$ cat config.mk
export PLATFORM = sky130hd
export DESIGN_NAME = nan_fmt_xlate
export DESIGN_NICKNAME = d
export VERILOG_FILES = /design/src/rtl/nanconv_pkg.sv /design/src/rtl/nan_unpack.sv /design/src/rtl/nan_pack.sv /design/src/rtl/nan_fmt_xlate.sv
export SDC_FILE = /design/constraint.sdc
export NUM_CORES = 1
export LEC_CHECK = 0
export BUFFER_PORTS_ARGS = -buffer_cell sky130_fd_sc_hd__buf_2
export CORE_AREA = 10 10 89 91
export CTS_BUF_LIST = sky130_fd_sc_hd__clkbuf_8 sky130_fd_sc_hd__clkbuf_16
export CTS_CLUSTER_SIZE = 20
export DETAILED_ROUTE_END_ITERATION = 7
export DIE_AREA = 0 0 99 101
export GPL_ROUTABILITY_DRIVEN = 0
export GPL_TIMING_DRIVEN = 0
export MAX_ROUTING_LAYER = met4
export PLACE_DENSITY = 0.72
export SLEW_MARGIN = 20
export SYNTH_ARGS = -nofsm -noshare
export SYNTH_HDL_FRONTEND = slang
export SYNTH_SLANG_ARGS = --single-unit
$ cat constraint.sdc
create_clock -name clk -period 3.6 [get_ports clk]
set_input_delay 0 -clock clk [delete_from_list [all_inputs] [get_ports clk]]
set_output_delay 0 -clock clk [all_outputs]
set_load 0.02 [all_outputs]
$ cat src/rtl/nanconv_pkg.sv
package nanconv_pkg;

    localparam int unsigned BUS_W   = 64;
    localparam int unsigned NUM_FMT = 3;

    typedef enum logic [1:0] {
        FMT_HALF   = 2'd0,
        FMT_SINGLE = 2'd1,
        FMT_DOUBLE = 2'd2,
        FMT_WIDE   = 2'd3
    } nan_fmt_e;

    typedef struct packed {
        logic             sign;
        logic [BUS_W-1:0] payload;
    } neutral_nan_t;

    function automatic int unsigned fmt_index(nan_fmt_e f);
        case (f)
            FMT_HALF:   return 0;
            FMT_SINGLE: return 1;
            default:    return 2;
        endcase
    endfunction

    function automatic int unsigned frac_bits(int unsigned idx);
        case (idx)
            0:       return 10;
            1:       return 23;
            default: return 52;
        endcase
    endfunction

    function automatic int unsigned exp_bits(int unsigned idx);
        case (idx)
            0:       return 5;
            1:       return 8;
            default: return 11;
        endcase
    endfunction

    function automatic logic [BUS_W-1:0] canon_nan(int unsigned idx);
        case (idx)
            0:       return 64'h0000_0000_0000_FE00;
            1:       return 64'h0000_0000_FFC0_0000;
            default: return 64'hFFF8_0000_0000_0000;
        endcase
    endfunction

endpackage

$ cat src/rtl/nan_unpack.sv
module nan_unpack
    import nanconv_pkg::*;
(
    input  logic [BUS_W-1:0] src_word,
    input  nan_fmt_e         src_fmt,
    output neutral_nan_t     nan_o,
    output logic             is_snan
);
    logic [NUM_FMT-1:0] snan_v;
    logic [NUM_FMT-1:0] sign_v;
    logic [BUS_W-1:0]   pay_v [NUM_FMT];

    for (genvar g = 0; g < NUM_FMT; g++) begin : g_fmt
        localparam int unsigned FW = frac_bits(g);
        localparam int unsigned EW = exp_bits(g);
        localparam int unsigned SH = BUS_W - FW;
        logic exp_full;
        logic quiet_bit;
        logic rest_set;
        assign exp_full  = &src_word[FW+EW-1:FW];
        assign quiet_bit = src_word[FW-1];
        assign rest_set  = |src_word[FW-2:0];
        assign snan_v[g] = exp_full & ~quiet_bit & rest_set;
        assign sign_v[g] = src_word[FW+EW];
        assign pay_v[g]  = src_word << SH;
    end

    always_comb begin
        int unsigned sel;
        sel           = fmt_index(src_fmt);
        is_snan       = snan_v[sel];
        nan_o.sign    = sign_v[sel];
        nan_o.payload = pay_v[sel];
    end
endmodule

$ cat src/rtl/nan_pack.sv
module nan_pack
    import nanconv_pkg::*;
(
    input  neutral_nan_t     nan_i,
    input  nan_fmt_e         dst_fmt,
    input  logic             dnan_mode,
    output logic [BUS_W-1:0] word_o
);
    logic [BUS_W-1:0] cand_v [NUM_FMT];

    for (genvar g = 0; g < NUM_FMT; g++) begin : g_fmt
        localparam int unsigned FW = frac_bits(g);
        localparam int unsigned EW = exp_bits(g);
        logic [FW-1:0] kept;
        logic          empty;
        assign kept  = nan_i.payload[BUS_W-1 -: FW];
        assign empty = (kept == '0);
        assign cand_v[g] = (dnan_mode || empty) ? canon_nan(g)
                         : BUS_W'({nan_i.sign, {EW{1'b1}}, kept});
    end

    always_comb begin
        word_o = cand_v[fmt_index(dst_fmt)];
    end
endmodule

$ cat src/rtl/nan_fmt_xlate.sv
module nan_fmt_xlate
    import nanconv_pkg::*;
#(
    parameter bit REGISTERED = 1'b1
) (
    input  logic        clk,
    input  logic        rst,
    input  logic        in_valid,
    input  logic [63:0] src_word,
    input  logic [1:0]  src_fmt,
    input  logic [1:0]  dst_fmt,
    input  logic        dnan_mode,
    output logic        out_valid,
    output logic [63:0] dst_word,
    output logic        invalid
);
    neutral_nan_t     mid;
    logic             snan_c;
    logic [BUS_W-1:0] word_c;

    nan_unpack u_unpack (
        .src_word (src_word),
        .src_fmt  (nan_fmt_e'(src_fmt)),
        .nan_o    (mid),
        .is_snan  (snan_c)
    );

    nan_pack u_pack (
        .nan_i     (mid),
        .dst_fmt   (nan_fmt_e'(dst_fmt)),
        .dnan_mode (dnan_mode),
        .word_o    (word_c)
    );

    if (REGISTERED) begin : g_reg
        always_ff @(posedge clk) begin
            if (rst) begin
                out_valid <= 1'b0;
                dst_word  <= '0;
                invalid   <= 1'b0;
            end else begin
                out_valid <= in_valid;
                dst_word  <= word_c;
                invalid   <= in_valid & snan_c;
            end
        end
    end else begin : g_comb
        assign out_valid = in_valid;
        assign dst_word  = word_c;
        assign invalid   = in_valid & snan_c;
    end
endmodule

==> results.cfg, run 1 <==
[timing]
timing_hold_violations_final = 0
period_share_pct = 61.2
tns_ps = 0
unrepaired_setup_endpoints_after_global_routing = false
fmax_ghz = 0.454
worstMarginPinSlew_ps = 501
setup_violations = 0
worst_slack_ps = 1400
period_needed_ps = 2200
relative_slew_slack_pct = 65.6
hold-worst-slack_ps = 2.62
report.final.slew_viol_count = 0

[floorplan]
std_cell_rows = 29
dieArea_sq_um = 10000
area_of_the_core_region_sq_um = 6200
start_util_pct = 38.7
die_width_um = 99
fp.dieH_um = 101
design.portCount = 138

[finish]
multi_input_area_sq_um = 1120
area_growth_pct = 51.0
layout.cell_area.non_filler_sq_um = 3630
final-instance-count-excl-fill = 519
utilization_pct = 58.4
layout.nets = 513
number_of_fill_cells_in_the_layout = 597
n_antenna_cell = 0
post_route_cells_drive_above_1_share_pct = 39.1
sequential_cell_area_sq_um = 1120

[detailed_routing]
drt_iter0_drc = 188
routed_vias_inst = 5.33
num_vias = 2766
detail_route.drc_violations = 0
wl_um = 9260
postRouteAntennaNets = 0
route.detailed.wl_per_inst_um = 17.8
detail_route.first_pass.iterations = 7

[run_status]
run_status = complete, no violations

[place]
port_buffers = 136
place_inst = 477
post-place-ws_ps = 1710
dpl_hpwl_um = 7460
postPlaceCellArea_sq_um = 3180

[synthesis]
yosysTopAreaCell = sky130_fd_sc_hd__dfxtp_1
synth.avg_cell_area_sq_um = 9.09
netlist_area_sq_um = 2400
synth_top_area_cells = sky130_fd_sc_hd__dfxtp_1, sky130_fd_sc_hd__nand2_1, sky130_fd_sc_hd__a22oi_1, sky130_fd_sc_hd__mux2i_1, sky130_fd_sc_hd__nor2_1
mappedNetlistNets = 336
synth_seq_cells = 56
post-synth-top-count-cell = sky130_fd_sc_hd__dfxtp_1
synth_enable_flop_cells = 0
synth_seq_area_share_pct = 46.7
synth.top_cells.by_count = sky130_fd_sc_hd__dfxtp_1, sky130_fd_sc_hd__nand2_1, sky130_fd_sc_hd__nor2_1
postSynthCellCount = 264
yosys.cell_types.count = 41
synth.yosys.warnings = 0
area_share_of_the_leading_cell_type_in_the_synthesized_netlist_pct = 46.7
async_flop_share_pct = 0
synth-main-ff-cell = sky130_fd_sc_hd__dfxtp_1

[power]
p_total_mw = 1.33
comb_power_share_pct = 21.1
power_per_standard_cell_area_nw_per_um2 = 368
power.leakage_nw = 1.77
seq_power_share_pct = 48.9
switching_power_uw = 363
irDropWorstVdd_uv = 232
clockPowerShare_pct = 30.0
power.share.switching_pct = 27.2
power.internal_uw = 971

[worst_setup_path]
cp.buffers_inverters = 2
slowest_stage = sky130_fd_sc_hd__dlygate4sd3_1
critPathMaxStageDelay_ps = 530
cpLargestDelayFamily = simple AND/OR/NAND/NOR gates
path_cells = dlygate4sd3_1 > buf_2 > or4_1 > nor4_1 > nand4_1 > nor3_1 > o41ai_1 > and3_1
crit_path_max_fanout = 3
worst-endpoint-arrival_ps = 2410
timing.critical_path.from_type = input port
required_ps = 3800
endpoint_kind = register
setup.worst_path.class = input port to register

[grt]
grt_antenna_before_repair = 0
grt_pass1_wl_um = 14700
grt_use_total_pct = 18.4
grt.overflow.total = 0
grt_pass1_vias = 2899
pin_count_of_the_biggest_net_entering_global_routing = 17

[clock_tree]
clk_path_buf_depth = 2
cts_buffers = 5
cts_hold_buf = 34
cts-root-buf = sky130_fd_sc_hd__clkbuf_8
post-cts-setup-buffers = 0
cts.sink_count = 56
post_cts.resized_instances = 0
clk_transition_reported_paths_ps = 100
tritoncts = built
cts-htree-levels = 2

[run]
max_cap_violations = 0

[worst_hold_path]
worstHoldPathType = input port to register
cells in the final DEF (no fill, tap or decap), drive strengths merged, types with 3 or more instances in the layout:
cell,synthesis,layout
buf,16,152
nand3,3,3
nor3,9,9
o21ai,14,14
mux2,10,10
or3,3,3
a22oi,13,13
dlygate4sd3,0,34
nand2b,4,4
nand4,7,7
mux2i,11,11
nor4,7,7
nand4b,3,3
a21oi,6,6
nor2,23,23
dfxtp,56,56
clkbuf,9,14
nand2,39,39
o211ai,5,5
inv,4,5
nor2b,3,3
o221ai,9,9
state kept, by name, summed over array words and instances (netlist names):
register	flops
out_valid	1
dst_word	54
invalid	1
power by group through the flow:
stage	combinational, mW	sequential, mW	clock [mW]
6_report	0.282	0.652	0.400
5_1_grt	0.304	0.655	0.428
4_1_cts	0.280	0.652	0.410
3_5_place_dp	0.250	0.667	0
3_3_place_gp	0.247	0.665	0
2_1_floorplan	0.0997	0.701	0
layout make-up:
| cell class | instances | area share, % |
|---|---|---|
| inverter | 4 | 0.414 |
| sequential | 56 | 30.9 |
| tap | 77 | 2.66 |
| buffer | 25 | 4.04 |
| timing repair buffer | 170 | 28.2 |
| clock buffer | 5 | 1.90 |
| clock inverter | 3 | 1.07 |
| multi-input combinational | 179 | 30.8 |
layer usage:
layer	track usage [%]	up-vias	routed length (um)
li1	-	1301	-
met1	20.8	1281	3810
met2	30.5	166	4480
met3	5.69	18	792
met4	5.73	0	174
met5	-	-	0
cell families (layout without fill, tap and decap cells):
logic type	after synthesis	in the layout	share of synthesized area, %
flops	56	56	46.7
simple gates	107	107	22.4
buf+inv	29	207	6.72
mux	21	21	9.74
compound gates	51	51	14.5
worst paths after layout:
kind / depth (start not counted) / startpoint / slack, ps / end
setup / recovery: 8 / src_word[25] / 1400 / invalid$_SDFF_PP0_
hold / removal: 3 / src_word[36] / 3 / dst_word[36]$_SDFF_PP0_
(Power assumes the default switching activity.)
==> run 2: changes to the inputs <==
--- a/config.mk
+++ b/config.mk
@@ -6,15 +6,15 @@
 export NUM_CORES = 1
 export LEC_CHECK = 0
 export BUFFER_PORTS_ARGS = -buffer_cell sky130_fd_sc_hd__buf_2
-export CORE_AREA = 10 10 89 91
+export CORE_AREA = 10 10 90 92
 export CTS_BUF_LIST = sky130_fd_sc_hd__clkbuf_8 sky130_fd_sc_hd__clkbuf_16
 export CTS_CLUSTER_SIZE = 20
 export DETAILED_ROUTE_END_ITERATION = 7
-export DIE_AREA = 0 0 99 101
+export DIE_AREA = 0 0 100 102
 export GPL_ROUTABILITY_DRIVEN = 0
 export GPL_TIMING_DRIVEN = 0
 export MAX_ROUTING_LAYER = met4
-export PLACE_DENSITY = 0.72
+export PLACE_DENSITY = 0.74
 export SLEW_MARGIN = 20
 export SYNTH_ARGS = -nofsm -noshare
 export SYNTH_HDL_FRONTEND = slang
==> constraint.sdc (replaced) <==
create_clock -name clk -period 1.9 [get_ports clk]
set_input_delay 0 -clock clk [delete_from_list [all_inputs] [get_ports clk]]
set_output_delay 0 -clock clk [all_outputs]
set_load 0.02 [all_outputs]
==> run 2 against run 1 <==
Effect of this change:
- die area increased by 2.0%
- worst hold slack improved by 5.1 ps
- sequential cell count unchanged
- count of clock-buffer cells in the layout increased by 1
- combinational power increased by 96%
- critical path depth unchanged
- global-route usage decreased by 0.67 points
- first-iteration DRC count decreased by 2.1%
- largest cell class unchanged
==> results.cfg, run 2 (same netlist as run 1, synthesis figures left out) <==
[run_status]
run_status = complete, no violations

[clock_tree]
cts-root-buf = sky130_fd_sc_hd__clkbuf_8
clk_path_buf_depth = 2
tritoncts = built
cts.sink_count = 56
clk_transition_reported_paths_ps = 90
post-cts-setup-buffers = 0
cts_buffers = 5
cts-htree-levels = 2

[grt]
grt_antenna_before_repair = 0
pin_count_of_the_biggest_net_entering_global_routing = 17
grt_pass1_vias = 2751
grt_use_total_pct = 17.8
grt_pass1_wl_um = 14200
grt.overflow.total = 0

[timing]
period_needed_ps = 1820
hold-worst-slack_ps = 7.74
unrepaired_setup_endpoints_after_global_routing = false
report.final.slew_viol_count = 0
relative_slew_slack_pct = 65.2
timing_hold_violations_final = 0
period_share_pct = 95.9
fmax_ghz = 0.549
setup_violations = 0
tns_ps = 0
worstMarginPinSlew_ps = 517

[finish]
n_antenna_cell = 0
largest_register_ffs = 54
sequential_cell_area_sq_um = 1120
layout.nets = 514
biggestRegsByFlops = dst_word: 54 flops, invalid: 1 flops, out_valid: 1 flops
top_register = dst_word
multi_input_area_sq_um = 1170
layout_commonest_cell = sky130_fd_sc_hd__buf_2
post_route_cells_drive_above_1_share_pct = 41.3
most-common-layout-cells = sky130_fd_sc_hd__buf_2, sky130_fd_sc_hd__dfxtp_1, sky130_fd_sc_hd__nand2_1
number_of_fill_cells_in_the_layout = 562
area_growth_pct = 53.2

[floorplan]
die_width_um = 100
area_of_the_core_region_sq_um = 6280
fp.dieH_um = 102
design.portCount = 138
std_cell_rows = 29
start_util_pct = 38.2
dieArea_sq_um = 10200

[power]
seq_power_share_pct = 50.7
irDropWorstVdd_uv = 473
power.internal_mw = 1.76
switching_power_uw = 681
power_per_standard_cell_area_nw_per_um2 = 663
power.leakage_nw = 1.76
p_total_mw = 2.44
clockPowerShare_pct = 26.7
comb_power_share_pct = 22.7
power.share.switching_pct = 27.9

[detailed_routing]
detail_route.first_pass.iterations = 5
routed_vias_inst = 5.24
wl_met1_um = 3750
num_vias = 2726
postRouteAntennaNets = 0
top_signal_layer_used = met4
routed-wl-met3_um = 934
wl_um = 9310
route.detailed.wl_per_inst_um = 17.9
detail_route.drc_violations = 0
drt_iter0_drc = 184
met2WireLength_um = 4530

[place]
port_buffers = 136
dpl_hpwl_um = 7460

[worst_setup_path]
worst-endpoint-arrival_ps = 2030
critPathMaxStageDelay_ps = 540
endpoint_kind = register
slowest_stage = sky130_fd_sc_hd__dlygate4sd3_1
crit_path_max_fanout = 4
cp.buffers_inverters = 2
setup.worst_path.class = input port to register
cpLargestDelayFamily = simple AND/OR/NAND/NOR gates
required_ps = 2100
timing.critical_path.from_type = input port
cp-startpoint = src_word[1]
path_cells = dlygate4sd3_1 > buf_2 > nor4_1 > and4b_1 > nand4_1 > nor3_2 > o41ai_1 > and3_1

[run]
max_cap_violations = 0

[worst_hold_path]
worstHoldStart = src_word[33]
worstHoldPathType = input port to register
[run 2: cell types whose count changed in the layout (fill, tap and decap cells not counted), sizes merged]
cell / previous run / this run
bufinv: 1 / 0
clkbuf: 14 / 15
clkinv: 1 / 2
dlygate4sd3: 34 / 35
inv: 5 / 4
[run 2: final timing paths]
| path | slack (ps) | to | depth (start not counted) |
|---|---|---|---|
| max | 80 | invalid$_SDFF_PP0_ | 8 |
| min | 8 | dst_word[33]$_SDFF_PP0_ | 3 |
[run 2: power by group through the flow]
stage | clock network [mW] | logic [mW] | registers, mW
floorplan | 0 | 0.189 | 1.33
global placement | 0 | 0.467 | 1.26
detailed placement | 0 | 0.473 | 1.26
CTS | 0.677 | 0.531 | 1.24
global route | 0.720 | 0.593 | 1.24
finish | 0.650 | 0.553 | 1.24
[run 2: through the flow]
stage	std cells	cell area, sq um	utilization [%]	setup WS (ps)
after floorplan	264	2400	-	393
after global placement	477	3180	50.6	-52.2
after detailed placement	477	3180	50.6	-52.9
after CTS	520	3620	57.7	14.0
after global routing	520	3680	58.6	3.25
final	520	3680	58.6	77.8
[run 2: layout make-up]
class,count,share of cell area [%]
clock inverter,2,0.272
tap,77,2.62
sequential,56,30.5
buffer,25,4.15
clock buffer,6,2.24
multi-input combinational,179,31.8
timing repair buffer,171,28.0
inverter,4,0.408
[run 2: what timing repair did]
item                                   CTS  global route
hold buffers                            35             0
gates resized for setup                  0            16
endpoints found under the hold margin   34             0
setup endpoints to repair                0            27
[run 2: layer usage]
metal | vias to the layer above | track usage (%)
li1 | 1299 | -
met3 | 9 | 5.40
met4 | 0 | 3.70
met5 | - | -
met1 | 1256 | 20.5
met2 | 162 | 29.8
==> run 3: changes to the inputs <==
--- a/config.mk
+++ b/config.mk
@@ -5,16 +5,17 @@
 export SDC_FILE = /design/constraint.sdc
 export NUM_CORES = 1
 export LEC_CHECK = 0
+export ABC_AREA = 1
 export BUFFER_PORTS_ARGS = -buffer_cell sky130_fd_sc_hd__buf_2
-export CORE_AREA = 10 10 90 92
+export CORE_AREA = 10 10 103 105
 export CTS_BUF_LIST = sky130_fd_sc_hd__clkbuf_8 sky130_fd_sc_hd__clkbuf_16
 export CTS_CLUSTER_SIZE = 20
 export DETAILED_ROUTE_END_ITERATION = 7
-export DIE_AREA = 0 0 100 102
+export DIE_AREA = 0 0 113 115
 export GPL_ROUTABILITY_DRIVEN = 0
 export GPL_TIMING_DRIVEN = 0
 export MAX_ROUTING_LAYER = met4
-export PLACE_DENSITY = 0.74
+export PLACE_DENSITY = 0.7
 export SLEW_MARGIN = 20
 export SYNTH_ARGS = -nofsm -noshare
 export SYNTH_HDL_FRONTEND = slang
==> run 3 against run 2 <==
Effect of this change:
- sequential share of layout area fell by 4.2 points
- die area up 27%
- critical endpoint is now dst_word[6]$_SDFF_PP0_
- power increased by 6.5%
- critical path depth shrank 1
==> results.cfg, run 3 <==
[detailed_routing]
detail_route.drc_violations = 0
drt_iter0_drc = 461
wl_um = 12600
detail_route.first_pass.iterations = 6
num_vias = 4132
route.detailed.wl_per_inst_um = 16.0
postRouteAntennaNets = 0
routed_vias_inst = 5.25

[power]
power_per_standard_cell_area_nw_per_um2 = 610
power.leakage_nw = 2.24
irDropWorstVdd_uv = 330

[worst_setup_path]
crit_path_max_fanout = 10
required_ps = 2130
cp.buffers_inverters = 4
endpoint_kind = register
worst-endpoint-arrival_ps = 1880
critPathMaxStageDelay_ps = 530
setup.worst_path.class = input port to register
slowest_stage = sky130_fd_sc_hd__dlygate4sd3_1
cpLargestDelayFamily = buffers and inverters
timing.critical_path.from_type = input port
crit_path_top_cell_by_count = sky130_fd_sc_hd__clkbuf_1
path_cells = dlygate4sd3_1 > buf_2 > clkbuf_1 > nor2_1 > clkbuf_1 > nand2_1 > o21ai_0

[timing]
tns_ps = 0
timing_hold_violations_final = 0
report.final.slew_viol_count = 0
period_needed_ps = 1650
unrepaired_setup_endpoints_after_global_routing = false
fmax_ghz = 0.606
worst_slack_ps = 250
setup_violations = 0
worstMarginPinSlew_ps = 587
period_share_pct = 86.9
relative_slew_slack_pct = 60.5

[clock_tree]
tritoncts = built
clk_transition_reported_paths_ps = 90
cts_buffers = 5
cts-root-buf = sky130_fd_sc_hd__clkbuf_8
clk_path_buf_depth = 2
cts-htree-levels = 2
post-cts-setup-buffers = 0
cts.sink_count = 56

[floorplan]
area_of_the_core_region_sq_um = 8550
fp.dieH_um = 115
dieArea_sq_um = 13000
design.portCount = 138
die_width_um = 113
start_util_pct = 39.0
std_cell_rows = 34

[synthesis]
synth.top_cells.by_count = sky130_fd_sc_hd__nand2_1, sky130_fd_sc_hd__nor2_1, sky130_fd_sc_hd__nand3_1
mappedNetlistNets = 606
yosys.cell_types.count = 30
yosysTopAreaCell = sky130_fd_sc_hd__dfxtp_1
synth.yosys.warnings = 0
synth_seq_area_share_pct = 33.6
postSynthCellCount = 534
synth.avg_cell_area_sq_um = 6.25
post-synth-top-count-cell = sky130_fd_sc_hd__nand2_1
netlist_area_sq_um = 3340
async_flop_share_pct = 0
synth_top_area_cells = sky130_fd_sc_hd__dfxtp_1, sky130_fd_sc_hd__nand2_1, sky130_fd_sc_hd__nand3_1, sky130_fd_sc_hd__nor2_1, sky130_fd_sc_hd__inv_1
synth_enable_flop_cells = 0
synth-main-ff-cell = sky130_fd_sc_hd__dfxtp_1
synth_seq_cells = 56
area_share_of_the_leading_cell_type_in_the_synthesized_netlist_pct = 33.6

[grt]
grt_antenna_before_repair = 0
grt_pass1_vias = 3997
grt_pass1_wl_um = 20100
grt.overflow.total = 0
grt_use_total_pct = 19.4
pin_count_of_the_biggest_net_entering_global_routing = 18

[finish]
layout_commonest_cell = sky130_fd_sc_hd__nand2_1
most-common-layout-cells = sky130_fd_sc_hd__nand2_1, sky130_fd_sc_hd__buf_2, sky130_fd_sc_hd__nor2_1
n_antenna_cell = 0
area_growth_pct = 27.6
largest_register_ffs = 54
layout.nets = 750
post_route_cells_drive_above_1_share_pct = 27.4
final-instance-count-excl-fill = 787
biggestRegsByFlops = dst_word: 54 flops, invalid: 1 flops, out_valid: 1 flops
number_of_fill_cells_in_the_layout = 913
top_register = dst_word

[run_status]
run_status = complete, no violations

[place]
place_inst = 777
port_buffers = 135
dpl_hpwl_um = 10600
post-place-ws_ps = 116

[worst_hold_path]
worstHoldPathType = input port to register

[run]
max_cap_violations = 0
run 3: cell types whose count changed after synthesis, moves of 13 or more:
| cell | before | now |
|---|---|---|
| sky130_fd_sc_hd__nand2_1 | 39 | 149 |
| sky130_fd_sc_hd__nand3_1 | 2 | 60 |
| sky130_fd_sc_hd__nor2_1 | 23 | 78 |
| sky130_fd_sc_hd__inv_1 | 3 | 41 |
| sky130_fd_sc_hd__a21oi_1 | 6 | 19 |
| sky130_fd_sc_hd__a22oi_1 | 13 | 0 |
| sky130_fd_sc_hd__nand4_1 | 6 | 19 |
run 3: cell type report:
cell class	count	area [sq um]	area share (%)
clock inverter	3	20.0	0.470
timing repair buffer	137	696	16.3
multi-input combinational	393	1790	42.1
sequential	56	1120	26.3
tap	108	135	3.17
clock buffer	5	68.8	1.62
inverter	47	179	4.20
buffer	38	246	5.79
run 3: final timing paths:
kind                     from                      to  depth (start not counted)
hold / removal    src_word[1]  dst_word[1]$_SDFF_PP0_                          3
setup / recovery          rst  dst_word[6]$_SDFF_PP0_                          7
run 3: power by group:
group          internal, mW  total, mW  switching [mW]
Sequential             1.22       1.23          0.0128
Clock                 0.258      0.660           0.402
Combinational         0.237      0.702           0.465
run 3: through the flow:
step                utilization, %  hold slack, ps  area, sq um  power (mW)
finish                        49.8            28.9         4260        2.60
global route                  49.8            18.3         4260        2.73
CTS                           49.8            8.96         4260        2.61
detailed placement            48.5             243         4150        1.95
global placement              48.5             238         4150        1.94
floorplan                        -             111         3340        1.68
run 3: timing repair:
action,CTS,global route
setup endpoints to repair,0,1
hold buffers,2,0
gates resized for setup,0,1
endpoints found under the hold margin,3,0
run 3: cell families after synthesis:
| kind of cell | after synthesis | share of synthesized area, % |
|---|---|---|
| AND/OR/NAND/NOR | 337 | 44.1 |
| AO/OA/AOI/OAI | 56 | 9.52 |
| buffers and inverters | 85 | 12.7 |
| flip-flops | 56 | 33.6 |
run 3: routing by layer:
| metal | share of wire [%] | global-route usage, % |
|---|---|---|
| met2 | 46 | 30.8 |
| met3 | 8.9 | 3.59 |
| met4 | 2.2 | 6.43 |
| met5 | 0 | - |
| met1 | 43 | 24.2 |
